`src/rtl/safe_fsm.sv`:
```
module safe_fsm #(
  parameter int         ENC_MODE  = 2,
  parameter logic [1:0] REC_STATE = 2'd0
) (
  input  logic       clk,
  input  logic       rst,
  input  logic       start,
  input  logic [4:0] inj_mask,
  output logic [1:0] state_o,
  output logic       corrected_err,
  output logic       illegal_err
);
  localparam int W = (ENC_MODE == 0) ? 2 : (ENC_MODE == 1) ? 4 : 5;
  localparam logic [1:0] S_A = 2'd0, S_B = 2'd1, S_C = 2'd2, S_X = 2'd3;

  function automatic logic [W-1:0] encode(input logic [1:0] s);
    logic [4:0] c;
    case (ENC_MODE)
      0:       c = {3'b000, s};
      1:       c = 5'd1 << s;
      default: c = {s[1], s[0], s[1], s[0], s[1] ^ s[0]};
    endcase
    return c[W-1:0];
  endfunction

  logic [W-1:0] code_q, code_d;
  logic [1:0]   dec_s, nxt_s;
  logic         hit, fix, legal;

  always_comb begin
    hit   = 1'b0;
    fix   = 1'b0;
    dec_s = REC_STATE;
    for (int k = 0; k < 4; k++) begin
      if (code_q == encode(2'(k))) begin
        hit   = 1'b1;
        dec_s = 2'(k);
      end else if (ENC_MODE == 2 && $countones(code_q ^ encode(2'(k))) == 1) begin
        fix   = 1'b1;
        dec_s = 2'(k);
      end
    end
  end

  assign legal         = (hit || fix) && dec_s != S_X;
  assign state_o       = legal ? dec_s : REC_STATE;
  assign corrected_err = legal && fix;
  assign illegal_err   = !legal;

  always_comb begin
    if (!legal) nxt_s = REC_STATE;
    else begin
      case (state_o)
        S_A:     nxt_s = start ? S_B : S_A;
        S_B:     nxt_s = S_C;
        S_C:     nxt_s = S_A;
        default: nxt_s = REC_STATE;
      endcase
    end
  end

  assign code_d = encode(nxt_s) ^ inj_mask[W-1:0];

  always_ff @(posedge clk) begin
    if (rst) code_q <= encode(S_A);
    else     code_q <= code_d;
  end

  a_r1_reset_to_a: assert property (@(posedge clk)
    rst |=> state_o == S_A && !corrected_err && !illegal_err);

  a_r2_a_holds_or_starts: assert property (@(posedge clk) disable iff (rst)
    (legal && state_o == S_A && inj_mask == 5'd0)
      |=> state_o == ($past(start) ? S_B : S_A) && !illegal_err);

  a_r3_b_then_c: assert property (@(posedge clk) disable iff (rst)
    (legal && state_o == S_B && inj_mask == 5'd0) |=> state_o == S_C);

  a_r3_c_then_a: assert property (@(posedge clk) disable iff (rst)
    (legal && state_o == S_C && inj_mask == 5'd0) |=> state_o == S_A);

  a_r6_recover: assert property (@(posedge clk) disable iff (rst)
    (illegal_err && inj_mask == 5'd0)
      |=> state_o == REC_STATE && !illegal_err && !corrected_err);

  a_r10_flags_exclusive: assert property (@(posedge clk) disable iff (rst)
    !(corrected_err && illegal_err) && state_o != S_X);

  generate
    if (ENC_MODE != 2) begin : g_nofix
      a_r5_no_fix_without_distance: assert property (@(posedge clk) disable iff (rst)
        !corrected_err);
    end
  endgenerate
endmodule

```
`config.mk`:
```
export PLATFORM = sky130hd
export DESIGN_NAME = safe_fsm
export DESIGN_NICKNAME = d
export VERILOG_FILES = /design/src/rtl/safe_fsm.sv
export SDC_FILE = /design/constraint.sdc
export NUM_CORES = 1
export LEC_CHECK = 0
export BUFFER_PORTS_ARGS = -buffer_cell sky130_fd_sc_hd__buf_2
export CORE_UTILIZATION = 49
export DETAILED_ROUTE_END_ITERATION = 16
export PLACE_DENSITY = 0.83
export SETUP_SLACK_MARGIN = 0.1
export SLEW_MARGIN = 20
export SYNTH_ARGS = -nofsm -noshare
export SYNTH_HDL_FRONTEND = slang
export SYNTH_SLANG_ARGS = --single-unit
```
`constraint.sdc`:
```
create_clock -name clk -period 2.95 [get_ports clk]
set_input_delay 0.4425 -clock clk [delete_from_list [all_inputs] [get_ports clk]]
set_output_delay 0.4425 -clock clk [all_outputs]
set_load 0.1 [all_outputs]
```
==> results by group, run 1 <==
Outcome
  • Status: finished with violations
  • Failing checks: negative setup slack

Logic synthesis
  • Post-synth top area share: 0.237
  • Cells after synthesis: 76
  • Post-Syn Area: 759 um^2
  • Yosys reg bits: 5
  • Synth Warn #: 0
  • Most frequent cell after synthesis: inv_1
  • Dominant synthesized flop cell: dfxtp_1
  • Mapped Avg Cell Area: 9.99 um^2
  • Sequential share of the synthesized area: 0.132
  • Asr flop ratio synth: 0
  • Synthesized Nets: 101
  • Top post-synthesis cells by area: fa_1 24%, dfxtp_1 13%, ha_1 13%
  • Library cells used by synthesis: 30
  • EDFF count, synth: 0
  • Commonest cells in the netlist: 15 x inv_1, 9 x fa_1, 8 x ha_1
  • Synth area leader: fa_1

Timing
  • Final worst path period need: 3.22 ns
  • Fmax: 0.310 GHz
  • Slew at the pin closest to its max-slew limit: 0.442 ns
  • RSZ-0062 raised after global routing: yes
  • Final hold vios: 0
  • Slew headroom: 0.705
  • Worst hold slack: 0.444 ns
  • Final WS setup: -0.272 ns
  • Final period util: 1.09
  • Final setup fails: 7
  • Final Slew Violations: 0
  • Skew final: 0.00685 ns

Detailed routing
  • Routed Antenna Nets: 0
  • Drt first pass iters: 4
  • Final Routed Wirelength: 2620 um
  • DRC Markers: 0
  • Detailed Route Iter0 Violations: 17
  • Total number of vias: 750
  • Vias/cell: 6.10
  • Drt wl/cell: 21.3 um

CTS
  • CTS tree: built
  • CTS Hold Bufs: 0
  • Clock Path Buffers: 2
  • Later-pin clock latency in the skew report: 0.25 ns
  • CTS Root Cell: clkbuf_4
  • Clk slew on worst S/H paths: 0.05 ns
  • # clock sinks: 5
  • Cts bufs inserted: 3
  • H-tree Lvls: 1

Floorplan
  • Die X: 41.4 um
  • Die Ht: 41.4 um
  • Starting density of the core: 0.556
  • I/O Pins: 12
  • FP Rows: 13
  • DIE AREA: 1710 um^2
  • Core ar.: 1370 um^2

Cells and area
  • Share of cells above drive strength 1: 0.704
  • Final instance area: 1280 um^2
  • Area Growth Syn to Fin: 68.2%
  • Largest registers: code_q (5)
  • # diodes: 0
  • NumNets Final: 134
  • Non-filler instance count after layout: 123
  • Biggest register: code_q
  • Max FFs per register: 5

Placement
  • DP Area: 1030 um^2
  • Final GP Congestion: 0.815
  • IO buf count: 11
  • Dpl hpwl: 1320 um
  • Placed cell count: 108

Global route
  • Vias in the first global route: 760
  • Gr usage total: 0.344
  • Largest net degree at the start of global routing: 9
  • Total grt overflow: 0
  • First-pass GRT wire length: 3570 um
  • Initial antenna violation count: 0

Worst setup path
  • Worst path required time: 2.51 ns
  • Critical-path cell list: inv_4, fa_1, inv_1, fa_2, ha_4, nor3b_4, buf_4, a211oi_4, a21o_4, buf_12
  • Critical-path maximum fanout: 4
  • WP buf/inv: 4
  • Worst setup EP type: output pin
  • Worst Path Arrival: 2.78 ns
  • Startpoint Class: flip-flop
  • Setup CP Type: reg2out
  • Slowest-stage cell, CP: fa_1
  • Cell family with most CP delay: adder cells
  • Critical Path Max Stage Delay: 0.56 ns

Min path
  • Worst min path class: in2reg

Flow run
  • Max cap viols: 0
[cell usage in the layout, fill, tap and decap left out, types with 2 or more instances in the layout]
cell / netlist / final
a21oi_2: 0 / 2
buf_12: 0 / 6
buf_2: 0 / 7
buf_4: 0 / 14
buf_6: 1 / 2
clkbuf_4: 0 / 3
dfxtp_4: 0 / 4
fa_1: 9 / 5
fa_2: 0 / 4
ha_1: 8 / 4
ha_4: 0 / 4
inv_1: 15 / 6
inv_2: 0 / 6
inv_4: 0 / 2
mux2_1: 3 / 3
nor2_1: 5 / 3
nor2_4: 0 / 2
nor2b_1: 3 / 3
nor3_4: 0 / 2
o31ai_1: 2 / 2
or4_4: 0 / 2
[metrics by stage]
| step | TNS [ns] | setup WS [ns] | utilization |
|---|---|---|---|
| after floorplan | -0.403 | -0.212 | - |
| after global placement | 0 | 0.0229 | 0.756 |
| after detailed placement | -0.119 | -0.0455 | 0.756 |
| after CTS | -0.860 | -0.198 | 0.921 |
| after global routing | -1.74 | -0.331 | 0.935 |
| final | -1.37 | -0.272 | 0.935 |
[final timing paths]
path	start	to	slack, ns	cells past startpoint
max	code_q[2]	illegal_err	-0.27	10
max reg2reg	code_q[2]	code_q[0]	-0.21	10
min	rst	code_q[2]	0.44	2
min reg2reg	code_q[3]	code_q[4]	1.05	4
[layer usage]
| metal | wire [um] | vias up | global-route usage |
|---|---|---|---|
| li1 | - | 328 | - |
| met1 | 1000 | 374 | 0.369 |
| met2 | 1420 | 38 | 0.668 |
| met3 | 122 | 10 | 0.0532 |
| met4 | 68 | 0 | 0.121 |
| met5 | 0 | - | 0 |
[kinds of logic after synthesis]
group | Yosys count | synth area share
AO/OA/AOI/OAI | 14 | 0.171
adder cells (fa/ha/maj) | 17 | 0.369
buffers and inverters | 16 | 0.0890
flip-flops | 5 | 0.132
multiplexers | 4 | 0.0642
AND/OR/NAND/NOR | 20 | 0.175
[layout make-up]
cell class / count / area (um^2)
well taps: 15 / 18.8
fillers: 51 / 88.8
repair buffers: 29 / 283
multi-input cells: 55 / 767
flip-flops and latches: 5 / 116
clock buffers: 4 / 26.3
inverters: 15 / 66.3
[repair_timing]
action,in CTS,in global routing
resized for setup,20,6
endpoints found under the setup margin,7,9
setup buffers,11,0
pin swaps,17,2
Power of run 1 is left out: the tool's default activity adds up to more than one toggle a clock period on the data nets, which glitch-free logic cannot reach.
==> inputs of run 2 (changes only) <==
==> constraint.sdc (replaced) <==
create_clock -name clk -period 2.95 [get_ports clk]
set_input_delay 0.59 -clock clk [delete_from_list [all_inputs] [get_ports clk]]
set_output_delay 0.59 -clock clk [all_outputs]
set_load 0.1 [all_outputs]
==> run 2 against run 1 <==
  * The flow now stops in global routing
  * Synthesized area did not move
  * Synthesized cell count is the same
==> results by group, run 2 <==
Outcome
  • Status: stopped before the end
  • Failed at: global routing
  • Stop err: [ERROR DPL-0038] Utilization greater than 100%, impossible to legalize

Logic synthesis
  • Sequential share of the synthesized area: 0.132
  • Library cells used by synthesis: 30
  • Synth area leader: fa_1
  • Synth Warn #: 0
  • Post-Syn Area: 759 um^2
  • Top post-synthesis cells by area: fa_1 24%, dfxtp_1 13%, ha_1 13%
  • EDFF count, synth: 0
  • Post-synth top area share: 0.237
  • Mapped Avg Cell Area: 9.99 um^2
  • Commonest cells in the netlist: 15 x inv_1, 9 x fa_1, 8 x ha_1
  • Asr flop ratio synth: 0
  • Yosys reg bits: 5
  • Synthesized Nets: 101
  • Cells after synthesis: 76
  • Most frequent cell after synthesis: inv_1
  • Dominant synthesized flop cell: dfxtp_1

CTS
  • CTS Hold Bufs: 0
  • CTS Root Cell: clkbuf_4
  • Cts bufs inserted: 3
  • Clock Path Buffers: 2
  • # clock sinks: 5
  • H-tree Lvls: 1

Floorplan
  • Starting density of the core: 0.556
  • I/O Pins: 12
  • Die Ht: 41.4 um
  • Die X: 41.4 um
  • FP Rows: 13

Global route
  • Largest net degree at the start of global routing: 9

Timing
  • Worst setup endpoint GRT: corrected_err
  • Worst_ep kind: primary output

Placement
  • Final GP Congestion: 0.755
  • Dpl hpwl: 1770 um
  • IO buf count: 11
[run 2: cell counts after synthesis]
Identical to the previous run, type by type.
[run 2: metrics by stage]
stage	setup TNS, ns	setup WS [ns]	instance area [um^2]	cells
floorplan	-0.755	-0.358	878	76
global placement	-0.121	-0.0430	1130	118
detailed placement	-0.651	-0.164	1130	118
CTS	-1.45	-0.378	1340	130
[run 2: cell families after synthesis]
family | Yosys count | synth area share
buffers and inverters | 16 | 0.0890
adder cells (fa/ha/maj) | 17 | 0.369
AND/OR/NAND/NOR | 20 | 0.175
multiplexers | 4 | 0.0642
AO/OA/AOI/OAI | 14 | 0.171
flip-flops | 5 | 0.132
[run 2: repair_timing]
| action | CTS |
|---|---|
| buffers inserted | 8 |
| setup endpoints to repair | 9 |
| gates resized for setup | 24 |
| pin swaps | 19 |
==> inputs of run 3 (changes only) <==
--- a/config.mk
+++ b/config.mk
@@ -6,10 +6,10 @@
 export NUM_CORES = 1
 export LEC_CHECK = 0
 export BUFFER_PORTS_ARGS = -buffer_cell sky130_fd_sc_hd__buf_2
-export CORE_UTILIZATION = 49
+export CORE_AREA = 2 2 63 65
 export DETAILED_ROUTE_END_ITERATION = 16
-export PLACE_DENSITY = 0.83
-export SETUP_SLACK_MARGIN = 0.1
+export DIE_AREA = 0 0 65 67
+export PLACE_DENSITY_LB_ADDON = 0.15
 export SLEW_MARGIN = 20
 export SYNTH_ARGS = -nofsm -noshare
 export SYNTH_HDL_FRONTEND = slang
==> constraint.sdc (replaced) <==
create_clock -name clk -period 3.8 [get_ports clk]
set_input_delay 0.76 -clock clk [delete_from_list [all_inputs] [get_ports clk]]
set_output_delay 0.76 -clock clk [all_outputs]
set_load 0.1 [all_outputs]
==> run 3 against run 2 <==
  * The run now ends clean
==> results by group, run 3 (synthesized netlist as in run 1, its figures left out) <==
CTS
  • Cts bufs inserted: 3
  • # clock sinks: 5
  • Clk slew on worst S/H paths: 0.04 ns
  • CTS Root Cell: clkbuf_8
  • H-tree Lvls: 1
  • CTS tree: built
  • Later-pin clock latency in the skew report: 0.22 ns
  • CTS Hold Bufs: 0
  • Clock Path Buffers: 2

Global route
  • First-pass GRT wire length: 2760 um
  • Vias in the first global route: 614
  • Total grt overflow: 0
  • Largest net degree at the start of global routing: 11
  • Initial antenna violation count: 0
  • Gr usage total: 0.0834

Timing
  • RSZ-0062 raised after global routing: no
  • Final period util: 0.953
  • Skew final: 0.00287 ns
  • Final WS setup: 0.177 ns
  • Slew at the pin closest to its max-slew limit: 0.699 ns
  • TNS Setup: 0 ns
  • Slew headroom: 0.532
  • Final setup fails: 0
  • Final worst path period need: 3.62 ns
  • Final hold vios: 0
  • Fmax: 0.276 GHz
  • Final Slew Violations: 0

Min path
  • Worst min path class: in2reg

Cells and area
  • Most frequent cells in the layout: 13 x inv_1, 9 x fa_1, 8 x ha_1, 8 x buf_2, 8 x buf_4
  • Most common cell after layout, fill and taps aside: inv_1
  • Reg area: 101 um^2
  • Share of cells above drive strength 1: 0.384
  • Biggest register: code_q
  • Multi-input gate area: 622 um^2
  • # diodes: 0
  • NumNets Final: 125
  • Area Growth Syn to Fin: 38.2%
  • # fillers: 385
  • Final Core Density: 0.291
  • Max FFs per register: 5
  • Largest registers: code_q (5)

Flow run
  • Max cap viols: 0

Floorplan
  • Starting density of the core: 0.211
  • I/O Pins: 12
  • DIE AREA: 4360 um^2
  • Die X: 65 um
  • FP Rows: 22
  • Die Ht: 67 um
  • Core ar.: 3610 um^2

Worst setup path
  • Most frequent CP cell: fa_1
  • Worst setup EP type: output pin
  • Worst Path Arrival: 2.86 ns
  • Critical Path Max Stage Delay: 0.54 ns
  • Worst path required time: 3.04 ns
  • Critical-path cell list: inv_2, fa_1, inv_1, fa_1, ha_1, nor3b_4, o32ai_1, o2bb2ai_1, a21oi_2, buf_12
  • Slowest-stage cell, CP: fa_1
  • Critical-path maximum fanout: 4
  • Startpoint Class: flip-flop
  • Setup CP Type: reg2out

Detailed routing
  • Detailed Route Iter0 Violations: 29
  • Final Routed Wirelength: 1550 um
  • Vias/cell: 3.98
  • Routed Antenna Nets: 0
  • Drt first pass iters: 4
  • DRC Markers: 0
  • Drt wl/cell: 10.5 um
  • Total number of vias: 585

Placement
  • IO buf count: 11
  • Pre-CTS setup slack: 0.270 ns
  • Final GP Congestion: 0.705
  • Dpl hpwl: 1260 um

Outcome
  • Status: finished clean
==> run 3: final timing paths <==
kind | cells past startpoint | to | slack, ns | from
max | 10 | corrected_err | 0.18 | code_q[2]
min | 2 | code_q[4] | 0.81 | rst
max reg2reg | 11 | code_q[1] | 0.65 | code_q[0]
min reg2reg | 4 | code_q[3] | 1.01 | code_q[3]
==> run 3: metal layers <==
| metal | GRT usage | part of all wire | vias to the layer above |
|---|---|---|---|
| met3 | 0.0304 | 0.025 | 0 |
| met4 | 0.00798 | 0 | 0 |
| li1 | - | - | 302 |
| met2 | 0.137 | 0.49 | 4 |
| met5 | 0 | 0 | - |
| met1 | 0.108 | 0.48 | 279 |
==> run 3: final cells by class <==
class / instances / share of cell area
multi-input combinational: 55 / 0.592
timing repair buffer: 20 / 0.157
sequential: 5 / 0.0965
tap: 48 / 0.0572
inverter: 15 / 0.0536
clock buffer: 4 / 0.0429
==> run 3: stage by stage <==
step	area (um^2)	hold slack (ns)	std cells
3_3_place_gp	956	0.983	138
2_1_floorplan	777	0.829	76
6_report	1050	0.807	147
5_1_grt	1050	0.828	147
4_1_cts	1000	0.808	142
3_5_place_dp	956	0.974	138
==> run 3: worst max-delay path: cells and delay by family, from the launching register on <==
family	cells	cell delay, ns
fa+ha+maj	3	1.21
compound gates	3	0.44
buf+inv	3	0.35
flops	1	0.40
simple gates	1	0.24
==> run 3: timing repair <==
action                     CTS  global route
setup endpoints to repair    0             4
gates resized for setup      0             5
setup buffers                0             5
Power of run 3 is left out for the same reason.
